**config.mk**
```make
export PLATFORM = sky130hd
export DESIGN_NAME = scl_timing_gen
export DESIGN_NICKNAME = d
export VERILOG_FILES = /design/src/rtl/scl_timing_pkg.sv /design/src/rtl/scl_clk_regs.sv /design/src/rtl/scl_prescaler.sv /design/src/rtl/scl_phase_fsm.sv /design/src/rtl/scl_timing_gen.sv
export SDC_FILE = /design/constraint.sdc
export NUM_CORES = 1
export LEC_CHECK = 0
export ABC_AREA = 1
export BUFFER_PORTS_ARGS = -buffer_cell sky130_fd_sc_hd__buf_2
export CORE_MARGIN = 1
export CORE_UTILIZATION = 51
export CTS_BUF_LIST = sky130_fd_sc_hd__clkbuf_16
export DETAILED_ROUTE_END_ITERATION = 12
export PLACE_DENSITY = 0.8
export SLEW_MARGIN = 20
export SYNTH_ARGS = -nofsm -noshare
export SYNTH_HDL_FRONTEND = slang
export SYNTH_SLANG_ARGS = --single-unit
```
**constraint.sdc**
```tcl
create_clock -name clk_i -period 3.25 [get_ports clk_i]
set_input_delay 0.1625 -clock clk_i [delete_from_list [all_inputs] [get_ports clk_i]]
set_output_delay 0.1625 -clock clk_i [all_outputs]
set_load 0.02 [all_outputs]
```
**src/rtl/scl_timing_pkg.sv**
```systemverilog
package scl_timing_pkg;

   typedef enum logic [2:0] {
      PH_IDLE  = 3'd0,
      PH_SETUP = 3'd1,
      PH_LOW   = 3'd2,
      PH_WAIT  = 3'd3,
      PH_HIGH  = 3'd4
   } scl_phase_e;

   function automatic int unsigned max2(input int unsigned a, input int unsigned b);
      return (a > b) ? a : b;
   endfunction

endpackage

```
**src/rtl/scl_clk_regs.sv**
```systemverilog
module scl_clk_regs #(
   parameter int unsigned ADDR_W        = 8,
   parameter int unsigned DATA_W        = 32,
   parameter int unsigned CDF_W         = 3,
   parameter int unsigned SCGD_W        = 6,
   parameter int unsigned SCGD_LSB      = 3,
   parameter int unsigned FBS_W         = 4,
   parameter int unsigned FBS_EXTRA     = 2,
   parameter int unsigned CNT_W         = 9,
   parameter int unsigned CCR_OFFSET    = 'h18,
   parameter int unsigned FBS_OFFSET    = 'h38,
   parameter int unsigned HAS_FIRST_BIT = 1
) (
   input  logic              clk_i,
   input  logic              rst_ni,
   input  logic              wr_en_i,
   input  logic [ADDR_W-1:0] wr_addr_i,
   input  logic [DATA_W-1:0] wr_data_i,
   input  logic [ADDR_W-1:0] rd_addr_i,
   output logic [DATA_W-1:0] rd_data_o,
   output logic [CDF_W-1:0]  cdf_o,
   output logic [SCGD_W-1:0] scgd_o,
   output logic [CNT_W-1:0]  setup_ticks_o
);

   localparam logic [ADDR_W-1:0] CCR_A = ADDR_W'(CCR_OFFSET);
   localparam logic [ADDR_W-1:0] FBS_A = ADDR_W'(FBS_OFFSET);

   if (CDF_W > SCGD_LSB) begin : g_chk_cdf
      $error("divider field overlaps period field");
   end
   if (DATA_W < SCGD_LSB + SCGD_W || DATA_W < FBS_W) begin : g_chk_data
      $error("data bus narrower than register fields");
   end
   if (CCR_OFFSET == FBS_OFFSET) begin : g_chk_addr
      $error("register offsets collide");
   end
   if (FBS_EXTRA < 1) begin : g_chk_extra
      $error("setup interval must be at least one tick");
   end

   logic [CDF_W-1:0]  cdf_q;
   logic [SCGD_W-1:0] scgd_q;
   logic [FBS_W-1:0]  fbs_q;
   logic              ccr_hit, fbs_hit;
   logic              unused_wdata;

   assign ccr_hit      = wr_en_i && (wr_addr_i == CCR_A);
   assign fbs_hit      = wr_en_i && (wr_addr_i == FBS_A);
   assign unused_wdata = ^wr_data_i;

   always_ff @(posedge clk_i or negedge rst_ni) begin
      if (!rst_ni) begin
         cdf_q  <= '0;
         scgd_q <= '0;
      end else if (ccr_hit) begin
         cdf_q  <= wr_data_i[CDF_W-1:0];
         scgd_q <= wr_data_i[SCGD_LSB +: SCGD_W];
      end
   end

   if (HAS_FIRST_BIT != 0) begin : g_fbs
      always_ff @(posedge clk_i or negedge rst_ni) begin
         if (!rst_ni)      fbs_q <= '0;
         else if (fbs_hit) fbs_q <= wr_data_i[FBS_W-1:0];
      end
      assign setup_ticks_o = CNT_W'(fbs_q) + CNT_W'(FBS_EXTRA);
   end else begin : g_no_fbs
      assign fbs_q         = '0;
      assign setup_ticks_o = CNT_W'(1);
   end

   always_comb begin
      rd_data_o = '0;
      if (rd_addr_i == CCR_A) begin
         rd_data_o[CDF_W-1:0]           = cdf_q;
         rd_data_o[SCGD_LSB +: SCGD_W]  = scgd_q;
      end else if (rd_addr_i == FBS_A) begin
         rd_data_o[FBS_W-1:0]           = fbs_q;
      end
   end

   assign cdf_o  = cdf_q;
   assign scgd_o = scgd_q;

endmodule

```
**src/rtl/scl_prescaler.sv**
```systemverilog
module scl_prescaler #(
   parameter int unsigned CDF_W = 3
) (
   input  logic             clk_i,
   input  logic             rst_ni,
   input  logic             run_i,
   input  logic             restart_i,
   input  logic [CDF_W-1:0] cdf_i,
   output logic             tick_o
);

   if (CDF_W < 1) begin : g_chk_w
      $error("divider field needs at least one bit");
   end

   logic [CDF_W-1:0] pre_q;
   logic             at_limit;

   assign at_limit = (pre_q >= cdf_i);
   assign tick_o   = run_i && at_limit;

   always_ff @(posedge clk_i or negedge rst_ni) begin
      if (!rst_ni)                pre_q <= '0;
      else if (!run_i || restart_i) pre_q <= '0;
      else if (at_limit)          pre_q <= '0;
      else                        pre_q <= pre_q + 1'b1;
   end

   // with a non-zero divider two ticks never sit in adjacent cycles
   p_tick_gap_r3: assert property (@(posedge clk_i) disable iff (!rst_ni)
      (tick_o && cdf_i != '0) |=> (!tick_o || cdf_i == '0));

endmodule

```
**src/rtl/scl_phase_fsm.sv**
```systemverilog
module scl_phase_fsm
   import scl_timing_pkg::*;
#(
   parameter int unsigned SCGD_W     = 6,
   parameter int unsigned CNT_W      = 9,
   parameter int unsigned BASE_TICKS = 20,
   parameter int unsigned STEP_TICKS = 8
) (
   input  logic              clk_i,
   input  logic              rst_ni,
   input  logic              en_i,
   input  logic              tick_i,
   input  logic              scl_hi_i,
   input  logic [SCGD_W-1:0] scgd_i,
   input  logic [CNT_W-1:0]  setup_ticks_i,
   output logic              run_o,
   output logic              restart_o,
   output logic              scl_oe_o,
   output logic              fall_stb_o,
   output logic              high_stb_o,
   output logic              sda_chg_o,
   output logic              sda_smp_o
);

   localparam int unsigned BASE_HALF = BASE_TICKS / 2;
   localparam int unsigned STEP_HALF = STEP_TICKS / 2;

   if ((BASE_TICKS % 2) != 0 || (STEP_TICKS % 2) != 0) begin : g_chk_even
      $error("base and step counts must be even");
   end
   if (BASE_TICKS < 8) begin : g_chk_base
      $error("base count too small for mid-phase strobes");
   end

   scl_phase_e       state_q, state_d;
   logic [CNT_W-1:0] cnt_q, cnt_d, half, mid;
   logic             fall_d, high_d, chg_d, smp_d;
   logic             fall_q, high_q, chg_q, smp_q;

   assign half = CNT_W'(BASE_HALF) + CNT_W'(STEP_HALF) * CNT_W'(scgd_i);
   assign mid  = half >> 1;

   always_comb begin
      state_d   = state_q;
      cnt_d     = cnt_q;
      fall_d    = 1'b0;
      high_d    = 1'b0;
      chg_d     = 1'b0;
      smp_d     = 1'b0;
      restart_o = 1'b0;
      unique case (state_q)
         PH_IDLE: begin
            state_d = PH_SETUP;
            cnt_d   = '0;
         end
         PH_SETUP: begin
            if (tick_i) begin
               if (cnt_q >= setup_ticks_i - 1'b1) begin
                  state_d = PH_LOW;
                  cnt_d   = '0;
                  fall_d  = 1'b1;
               end else begin
                  cnt_d = cnt_q + 1'b1;
               end
            end
         end
         PH_LOW: begin
            if (tick_i) begin
               chg_d = (cnt_q == mid);
               if (cnt_q >= half - 1'b1) begin
                  state_d = PH_WAIT;
                  cnt_d   = '0;
               end else begin
                  cnt_d = cnt_q + 1'b1;
               end
            end
         end
         PH_WAIT: begin
            if (scl_hi_i) begin
               state_d   = PH_HIGH;
               cnt_d     = '0;
               high_d    = 1'b1;
               restart_o = 1'b1;
            end
         end
         PH_HIGH: begin
            if (tick_i) begin
               smp_d = (cnt_q == mid);
               if (cnt_q >= half - 1'b1) begin
                  state_d = PH_LOW;
                  cnt_d   = '0;
                  fall_d  = 1'b1;
               end else begin
                  cnt_d = cnt_q + 1'b1;
               end
            end
         end
         default: begin
            state_d = PH_IDLE;
            cnt_d   = '0;
         end
      endcase
      if (!en_i) begin
         state_d   = PH_IDLE;
         cnt_d     = '0;
         fall_d    = 1'b0;
         high_d    = 1'b0;
         chg_d     = 1'b0;
         smp_d     = 1'b0;
         restart_o = 1'b0;
      end
   end

   always_ff @(posedge clk_i or negedge rst_ni) begin
      if (!rst_ni) begin
         state_q <= PH_IDLE;
         cnt_q   <= '0;
         fall_q  <= 1'b0;
         high_q  <= 1'b0;
         chg_q   <= 1'b0;
         smp_q   <= 1'b0;
      end else begin
         state_q <= state_d;
         cnt_q   <= cnt_d;
         fall_q  <= fall_d;
         high_q  <= high_d;
         chg_q   <= chg_d;
         smp_q   <= smp_d;
      end
   end

   assign run_o      = en_i && (state_q != PH_IDLE);
   assign scl_oe_o   = (state_q == PH_LOW);
   assign fall_stb_o = fall_q;
   assign high_stb_o = high_q;
   assign sda_chg_o  = chg_q;
   assign sda_smp_o  = smp_q;

   // SCL going low is always marked by the fall strobe
   p_fall_marks_low_r8: assert property (@(posedge clk_i) disable iff (!rst_ni)
      $rose(scl_oe_o) |-> fall_stb_o);

   // SCL is only pulled low as the result of a tick
   p_low_after_tick_r4: assert property (@(posedge clk_i) disable iff (!rst_ni)
      $rose(scl_oe_o) |-> $past(tick_i));

   // no high count starts while the synchronized line reads low
   p_high_needs_scl_r5: assert property (@(posedge clk_i) disable iff (!rst_ni)
      !scl_hi_i |=> !high_stb_o);

   // disabling releases SCL and silences every strobe
   p_released_when_off_r9: assert property (@(posedge clk_i) disable iff (!rst_ni)
      !en_i |=> (!scl_oe_o && !fall_stb_o && !high_stb_o && !sda_chg_o && !sda_smp_o));

   // strobes never overlap
   p_one_strobe_r7: assert property (@(posedge clk_i) disable iff (!rst_ni)
      $onehot0({fall_stb_o, high_stb_o, sda_chg_o, sda_smp_o}));

endmodule

```
**src/rtl/scl_timing_gen.sv**
```systemverilog
module scl_timing_gen
   import scl_timing_pkg::*;
#(
   parameter int unsigned ADDR_W        = 8,
   parameter int unsigned DATA_W        = 32,
   parameter int unsigned CDF_W         = 3,
   parameter int unsigned SCGD_W        = 6,
   parameter int unsigned SCGD_LSB      = 3,
   parameter int unsigned FBS_W         = 4,
   parameter int unsigned FBS_EXTRA     = 2,
   parameter int unsigned BASE_TICKS    = 20,
   parameter int unsigned STEP_TICKS    = 8,
   parameter int unsigned CCR_OFFSET    = 'h18,
   parameter int unsigned FBS_OFFSET    = 'h38,
   parameter int unsigned HAS_FIRST_BIT = 1,
   parameter int unsigned SYNC_STAGES   = 2
) (
   input  logic              clk_i,
   input  logic              rst_ni,
   input  logic              en_i,
   input  logic              wr_en_i,
   input  logic [ADDR_W-1:0] wr_addr_i,
   input  logic [DATA_W-1:0] wr_data_i,
   input  logic [ADDR_W-1:0] rd_addr_i,
   output logic [DATA_W-1:0] rd_data_o,
   input  logic              scl_i,
   output logic              scl_oe_o,
   output logic              fall_stb_o,
   output logic              high_stb_o,
   output logic              sda_chg_o,
   output logic              sda_smp_o
);

   localparam int unsigned HALF_MAX  = (BASE_TICKS + STEP_TICKS * ((1 << SCGD_W) - 1)) / 2;
   localparam int unsigned SETUP_MAX = ((1 << FBS_W) - 1) + FBS_EXTRA;
   localparam int unsigned CNT_W     = $clog2(max2(HALF_MAX, SETUP_MAX) + 1);

   logic [CDF_W-1:0]  cdf;
   logic [SCGD_W-1:0] scgd;
   logic [CNT_W-1:0]  setup_ticks;
   logic              tick, run, restart, scl_hi;

   if (SYNC_STAGES == 0) begin : g_nosync
      assign scl_hi = scl_i;
   end else begin : g_sync
      logic [SYNC_STAGES-1:0] sync_q;
      always_ff @(posedge clk_i or negedge rst_ni) begin
         if (!rst_ni) begin
            sync_q <= '1;
         end else begin
            sync_q[0] <= scl_i;
            for (int i = 1; i < SYNC_STAGES; i++) sync_q[i] <= sync_q[i-1];
         end
      end
      assign scl_hi = sync_q[SYNC_STAGES-1];
   end

   scl_clk_regs #(
      .ADDR_W(ADDR_W), .DATA_W(DATA_W), .CDF_W(CDF_W), .SCGD_W(SCGD_W),
      .SCGD_LSB(SCGD_LSB), .FBS_W(FBS_W), .FBS_EXTRA(FBS_EXTRA), .CNT_W(CNT_W),
      .CCR_OFFSET(CCR_OFFSET), .FBS_OFFSET(FBS_OFFSET), .HAS_FIRST_BIT(HAS_FIRST_BIT)
   ) i_regs (
      .clk_i(clk_i), .rst_ni(rst_ni), .wr_en_i(wr_en_i), .wr_addr_i(wr_addr_i),
      .wr_data_i(wr_data_i), .rd_addr_i(rd_addr_i), .rd_data_o(rd_data_o),
      .cdf_o(cdf), .scgd_o(scgd), .setup_ticks_o(setup_ticks)
   );

   scl_prescaler #(.CDF_W(CDF_W)) i_pre (
      .clk_i(clk_i), .rst_ni(rst_ni), .run_i(run), .restart_i(restart),
      .cdf_i(cdf), .tick_o(tick)
   );

   scl_phase_fsm #(
      .SCGD_W(SCGD_W), .CNT_W(CNT_W), .BASE_TICKS(BASE_TICKS), .STEP_TICKS(STEP_TICKS)
   ) i_fsm (
      .clk_i(clk_i), .rst_ni(rst_ni), .en_i(en_i), .tick_i(tick), .scl_hi_i(scl_hi),
      .scgd_i(scgd), .setup_ticks_i(setup_ticks), .run_o(run), .restart_o(restart),
      .scl_oe_o(scl_oe_o), .fall_stb_o(fall_stb_o), .high_stb_o(high_stb_o),
      .sda_chg_o(sda_chg_o), .sda_smp_o(sda_smp_o)
   );

endmodule

```
## Word level (Yosys, flattened, before mapping)

Cells that the tools add are included.

| word-level totals | value |
|---|---|
| flip-flop bits (word level) | 34 |
| output and inout bits | 37 |

| cells by class | value |
|---|---|
| $add $sub $neg | 6 |
| magnitude comparators | 3 |
| equal/unequal tests | 17 |
| muxes and demuxes | 35 |
| reductions and logical operators | 11 |

Operator list:

| cell | number |
|---|---|
| 9-bit 2-to-1 mux | 6 |
| 3-bit 2-to-1 mux | 10 |
| 9-bit one-hot mux with 3 select lines | 1 |
| 3-bit by 2-bit != test with 1-bit output, second input constant | 7 |
| 9-bit greater-or-equal comparator | 2 |
| 9-bit by 1-bit subtractor with 9-bit output, second input constant | 2 |
| 8-bit by 5-bit == test with 1-bit output, second input constant | 2 |
| 8-bit by 6-bit == test with 1-bit output, second input constant | 2 |
| 3-bit one-hot mux with 5 select lines | 1 |
| 1-bit 2-to-1 mux | 13 |
| 4-bit by 8-bit adder with 9-bit output, first input constant | 1 |
| 9-bit by 1-bit adder with 9-bit output, second input constant | 1 |
| 9-bit by 8-bit == test with 1-bit output | 1 |
| 4-bit 2-to-1 mux | 2 |
| 7-bit AND reduction | 1 |
| 3-bit by 2-bit == test with 1-bit output, second input constant | 2 |
| 4-bit by 2-bit adder with 5-bit output, second input constant | 1 |
| 5-bit 2-to-1 mux | 1 |
| 1-bit logical AND | 4 |
| 3-bit by 1-bit adder with 3-bit output, second input constant | 1 |
| 3-bit by 1-bit == test with 1-bit output, second input constant | 1 |
| 3-bit == test, second input constant | 1 |
| 3-bit greater-or-equal comparator | 1 |
| 3-bit logical NOT | 1 |
| 7 further kinds | 7 |

## Logic depth before layout (Yosys ltp)

| logic depth | value |
|---|---|
| depth after elaboration | 7 |
| depth in mapped cells | 16 |
| depth with buffers taken out | 16 |

## Modules after synthesis

From an unflattened synthesis, not the netlist that was laid out.

| unflattened totals | value |
|---|---|
| cells, all modules | 389 |
| area total of the unflattened synthesis | 2935.3 um^2 |

Modules (own cells, without submodules):

| module | times used | cells each | area each (um^2) | sequential area each (um^2) |
|---|---|---|---|---|
| scl_phase_fsm | 1 | 225 | 1581.5 | 400.4 |
| scl_clk_regs | 1 | 132 | 1062.3 | 325.3 |
| scl_prescaler | 1 | 30 | 239.0 | 75.1 |
| scl_timing_gen | 1 | 2 | 52.6 | 52.6 |

## Least setup slack after synthesis

OpenSTA, ideal clock, no wires.

| timing path | value |
|---|---|
| path type | reg2reg |
| start point | register i_regs.fbs_q[1] |
| end point | register i_fsm.cnt_q[5] |
| setup time | 0.073 ns |
| arrival | 2.340 ns |
| required time | 3.177 ns |
| slack | 0.837 ns |
| stages on the path, launching flop included | 17 |
| clock period less this slack | 2.413 ns |
| cells stage by stage | dfrtp_1 -> ha_1 -> xor2_1 -> inv_1 -> nand2_1 -> nor2_1 -> ha_1 -> ha_1 -> nand2_1 -> inv_1 -> nand2_1 -> nand3_1 -> nand2_1 -> nand3_1 -> nand2_1 -> nand2_1 -> a21oi_2 |

| between the ends | value |
|---|---|
| cells in the longest elaborated chain, start to end | 7 |

RTL lines:

| element | line | source |
|---|---|---|
| from (decl) | scl_clk_regs.sv:44 | `logic [FBS_W-1:0] fbs_q;` |
| from (signal assigned) | scl_clk_regs.sv:65 | `else if (fbs_hit) fbs_q <= wr_data_i[FBS_W-1:0];` |
| 4-bit by 2-bit adder with 5-bit output | scl_clk_regs.sv:67 | `assign setup_ticks_o = CNT_W'(fbs_q) + CNT_W'(FBS_EXTRA);` |
| 9-bit by 1-bit subtractor with 9-bit output | scl_phase_fsm.sv:58 | `if (cnt_q >= setup_ticks_i - 1'b1) begin` |
| 9-bit greater-or-equal comparator | scl_phase_fsm.sv:58 |  |
| 9-bit 2-to-1 mux | scl_phase_fsm.sv:58 |  |
| 9-bit 2-to-1 mux | scl_phase_fsm.sv:57 | `if (tick_i) begin` |
| 9-bit one-hot mux with 3 select lines | scl_phase_fsm.sv:51 | `unique case (state_q)` |
| 9-bit 2-to-1 mux | scl_phase_fsm.sv:103 | `if (!en_i) begin` |
| to (signal assigned) | scl_phase_fsm.sv:124 | `cnt_q <= cnt_d;` |
| to (decl) | scl_phase_fsm.sv:36 | `logic [CNT_W-1:0] cnt_q, cnt_d, half, mid;` |

Every way passes these cells. The select of a mux whose other input is x is not followed.
A chain may end at the register's enable or synchronous reset.

## Worst setup path in the final report

| timing path | value |
|---|---|
| start point | register i_regs.fbs_q[1] |
| end point | register i_fsm.cnt_q[7] |

Same word-level chain as after synthesis.

==> impl_results.md <==
- Crit path DAT: 3.00 ns
- Final wirelength: 5240 µm
- Via density: 4.95
- Gpl congestion: 0.826
- Hold depth: 3
- Initial Utilization: 0.535
- Top cell type's share of synthesized area: 0.291
- Status: finished, final reports clean
- Worst skew pair latency: 0.28 ns
- H-tree Lvls: 2
- Final core occ: 0.601
- DR WL/cell: 10.7 µm
- Distinct cells, synth: 39
- Largest net degree at the start of global routing: 35
- CTS tree: yes
- First-pass GRT wire length: 9170 µm
- Die W: 75.4 µm
- Slew headroom: 0.506
- Number of synthesized flops with an enable pin: 0
- Fmax: 0.357 GHz
- Final hold vios: 0
- Gr usage total: 0.211
- Vias in the first global route: 2218
- Area leader, netlist: dfrtp_1
- HPWL after DPL: 4150 µm
- Most used DFF post-synth: dfrtp_1
- Synth Area in Simple Gates: 0.295
- Hold buffer count at cts: 2
- Via count: 2419
- Final Max Tran Viols: 0
- Largest family of logic cells by synthesized area: simple AND/OR/NAND/NOR gates
- Total Power: 1.43 mW
- Endpoint type of the worst setup path: flop
- Initial DRC count: 170
- Worst Tran Pin Value: 0.741 ns
- Top Ports: 90
- Period utilisation layout: 0.862
- Root buffer cell: clkbuf_16
- Minimum clock period: 2.80 ns
- Die height: 75.4 µm
- CTS Buf Count: 5
- Power Density: 463 nW/µm²
- Die Area: 5690 µm²
- GRT overflow: 0
- DRC violations left: 0
- Crit path max fanout: 9
- Worst-path clk slew: 0.05 ns
- CTS max path bufs: 2
- Post-place instance area: 2930 µm²
- Setup TNS: 0 ns
- Max rail drop VDD: 0.338 mV
- Dpl cells: 479
- RSZ-0062 raised after global routing: no
- Row count: 26
- Synth Area in Compound Gates: 0.0979
- Total of max-cap violations: 0
- Post-synthesis xor/xnor area fraction: 0.0159
- Startpoint types: flop
- Setup bufs post-CTS: 0
- Synth Area in Adders: 0.123
- Average cell area after synthesis: 7.43 µm²
- Yosys reg bits: 34
- Largest cells by area after synthesis: dfrtp_1 29%, ha_1 12%, nand2_1 9.4%
- Non-filler cells, final: 489
- Initial antenna violation count: 0
- Sequential area share after synthesis: 0.310
- Share of cells above drive strength 1: 0.181
- Final setup viols: 0
- Core Area: 5140 µm²
- Fin nets: 498
- Crit path required time: 3.45 ns
- Mux cell area share after synthesis: 0
- Mapped Cells: 370
- Worst Skew: 0.00458 ns
- Post_cts resized: 0
- Ys async rst share: 1.00
- Final instance area: 3090 µm²
- Ant. Diodes: 0
- Drt pass-1 iters: 4
- Syn Std Cell Area: 2750 µm²
- Sink Count: 34
- IO buf count: 43
- Worst Path Class, Setup: reg -> reg
- Reg2reg setup slack: 0.45 ns
- Yosys warning total: 0
- Final ANT Viol Nets: 0
- Area delta synth->final: 12.4%
- Leak Pwr: 1.71 nW
- Hold WC Path Type: in -> reg
- R2R cell count: 16
==> power breakdown <==
part / internal (mW) / switching, mW
combinational: 0.156 / 0.345
clock: 0.276 / 0.167
sequential: 0.454 / 0.0331
total: 0.887 / 0.546
==> cells in the mapped netlist, types with 2 or more instances <==
master     n
a21oi_1   17
a21oi_2    3
buf_4     23
dfrtp_1   32
dfstp_2    2
ha_1      27
inv_1     57
inv_2      2
nand2_1   69
nand2_2    3
nand2_4    3
nand3_1   21
nand3_2    7
nand3b_1   6
nand4_1    6
nor2_1    44
nor3_1     4
o21a_1     2
o21ai_0   12
o21ai_1    2
o21ai_2    3
o22ai_1    5
xnor2_1    3
xor2_1     2
==> layer usage <==
| metal | part of all wire | global-route usage | up-vias | routed length [µm] |
|---|---|---|---|---|
| li1 | - | - | 1243 | - |
| met1 | 0.47 | 0.274 | 1104 | 2480 |
| met2 | 0.47 | 0.350 | 63 | 2450 |
| met3 | 0.037 | 0.0410 | 9 | 193 |
| met4 | 0.023 | 0.0782 | 0 | 121 |
| met5 | 0 | 0 | - | 0 |
==> cell usage in the layout, fill, tap and decap left out, types with 2 or more instances in the layout <==
cell	count
a21oi_1	17
a21oi_2	3
buf_2	43
clkbuf_16	5
conb_1	23
dfrtp_1	32
dfstp_2	2
dlygate4sd3_1	2
ha_1	27
inv_1	58
inv_2	2
nand2_1	69
nand2_2	3
nand2_4	3
nand3_1	21
nand3_2	7
nand3b_1	6
nand4_1	6
nor2_1	44
nor3_1	4
o21a_1	2
o21ai_0	12
o21ai_1	2
o21ai_2	3
o22ai_1	5
xnor2_1	3
xor2_1	2
==> per-stage QoR <==
| step | hold slack [ns] | worst slack, ns |
|---|---|---|
| 2_1_floorplan | -0.133 | 0.837 |
| 3_5_place_dp | 0.269 | 0.461 |
| 3_3_place_gp | 0.268 | 0.544 |
| 6_report | 0.132 | 0.447 |
| 5_1_grt | 0.150 | 0.207 |
| 4_1_cts | 0.133 | 0.417 |
==> final cells by class <==
type	count	area, µm²
Sequential cell	34	853
Tap cell	70	87.6
Timing Repair Buffer	45	235
Fill cell	495	2050
Clock inverter	3	12.5
Inverter	60	228
Clock buffer	5	125
Multi-Input combinational cell	272	1550
==> state kept, by name, summed over array words and instances, names as in the netlist <==
name	flops
g_sync.sync_q	2
i_fsm.cnt_q	9
i_fsm.fall_stb_o	1
i_fsm.high_stb_o	1
i_fsm.sda_chg_o	1
i_fsm.sda_smp_o	1
i_fsm.state_q	3
i_pre.pre_q	3
i_regs.cdf_o	3
i_regs.fbs_q	4
i_regs.scgd_o	6
==> path summary, 6_finish.rpt <==
| path | startpoint | to |
|---|---|---|
| setup / recovery | i_regs.fbs_q[1] | i_fsm.cnt_q[7] |
| hold / removal | wr_data_i[6] | i_regs.scgd_o[3] |
| setup reg to reg | i_regs.fbs_q[1] | i_fsm.cnt_q[7] |
| hold reg to reg | g_sync.sync_q[0] | g_sync.sync_q[1] |
| max in group asynchronous | rst_ni | i_regs.scgd_o[0] |
| min in group asynchronous | rst_ni | i_fsm.cnt_q[1] |
==> critical path, stage by stage (launching register included) <==
cell     delay, ns
dfrtp_1       0.43
ha_1          0.23
xor2_1        0.22
inv_1         0.12
nand2_1       0.07
nor2_1        0.05
ha_1          0.28
ha_1          0.29
nand2_1       0.09
nor2_1        0.06
nand2_1       0.05
nand3_1       0.06
nand2_1       0.11
nand3_1       0.09
nand2_1       0.32
nand2_1       0.12
a21oi_2       0.14
==> cell families (layout without fill, tap and decap cells) <==
group / count (synthesis) / in the layout
other cells: 1 / 23
buf+inv: 86 / 113
flops: 34 / 34
simple gates: 171 / 171
xor+xnor: 5 / 5
compound gates: 46 / 46
fa+ha+maj: 27 / 27
No activity file was read; power rests on OpenSTA's default activity.
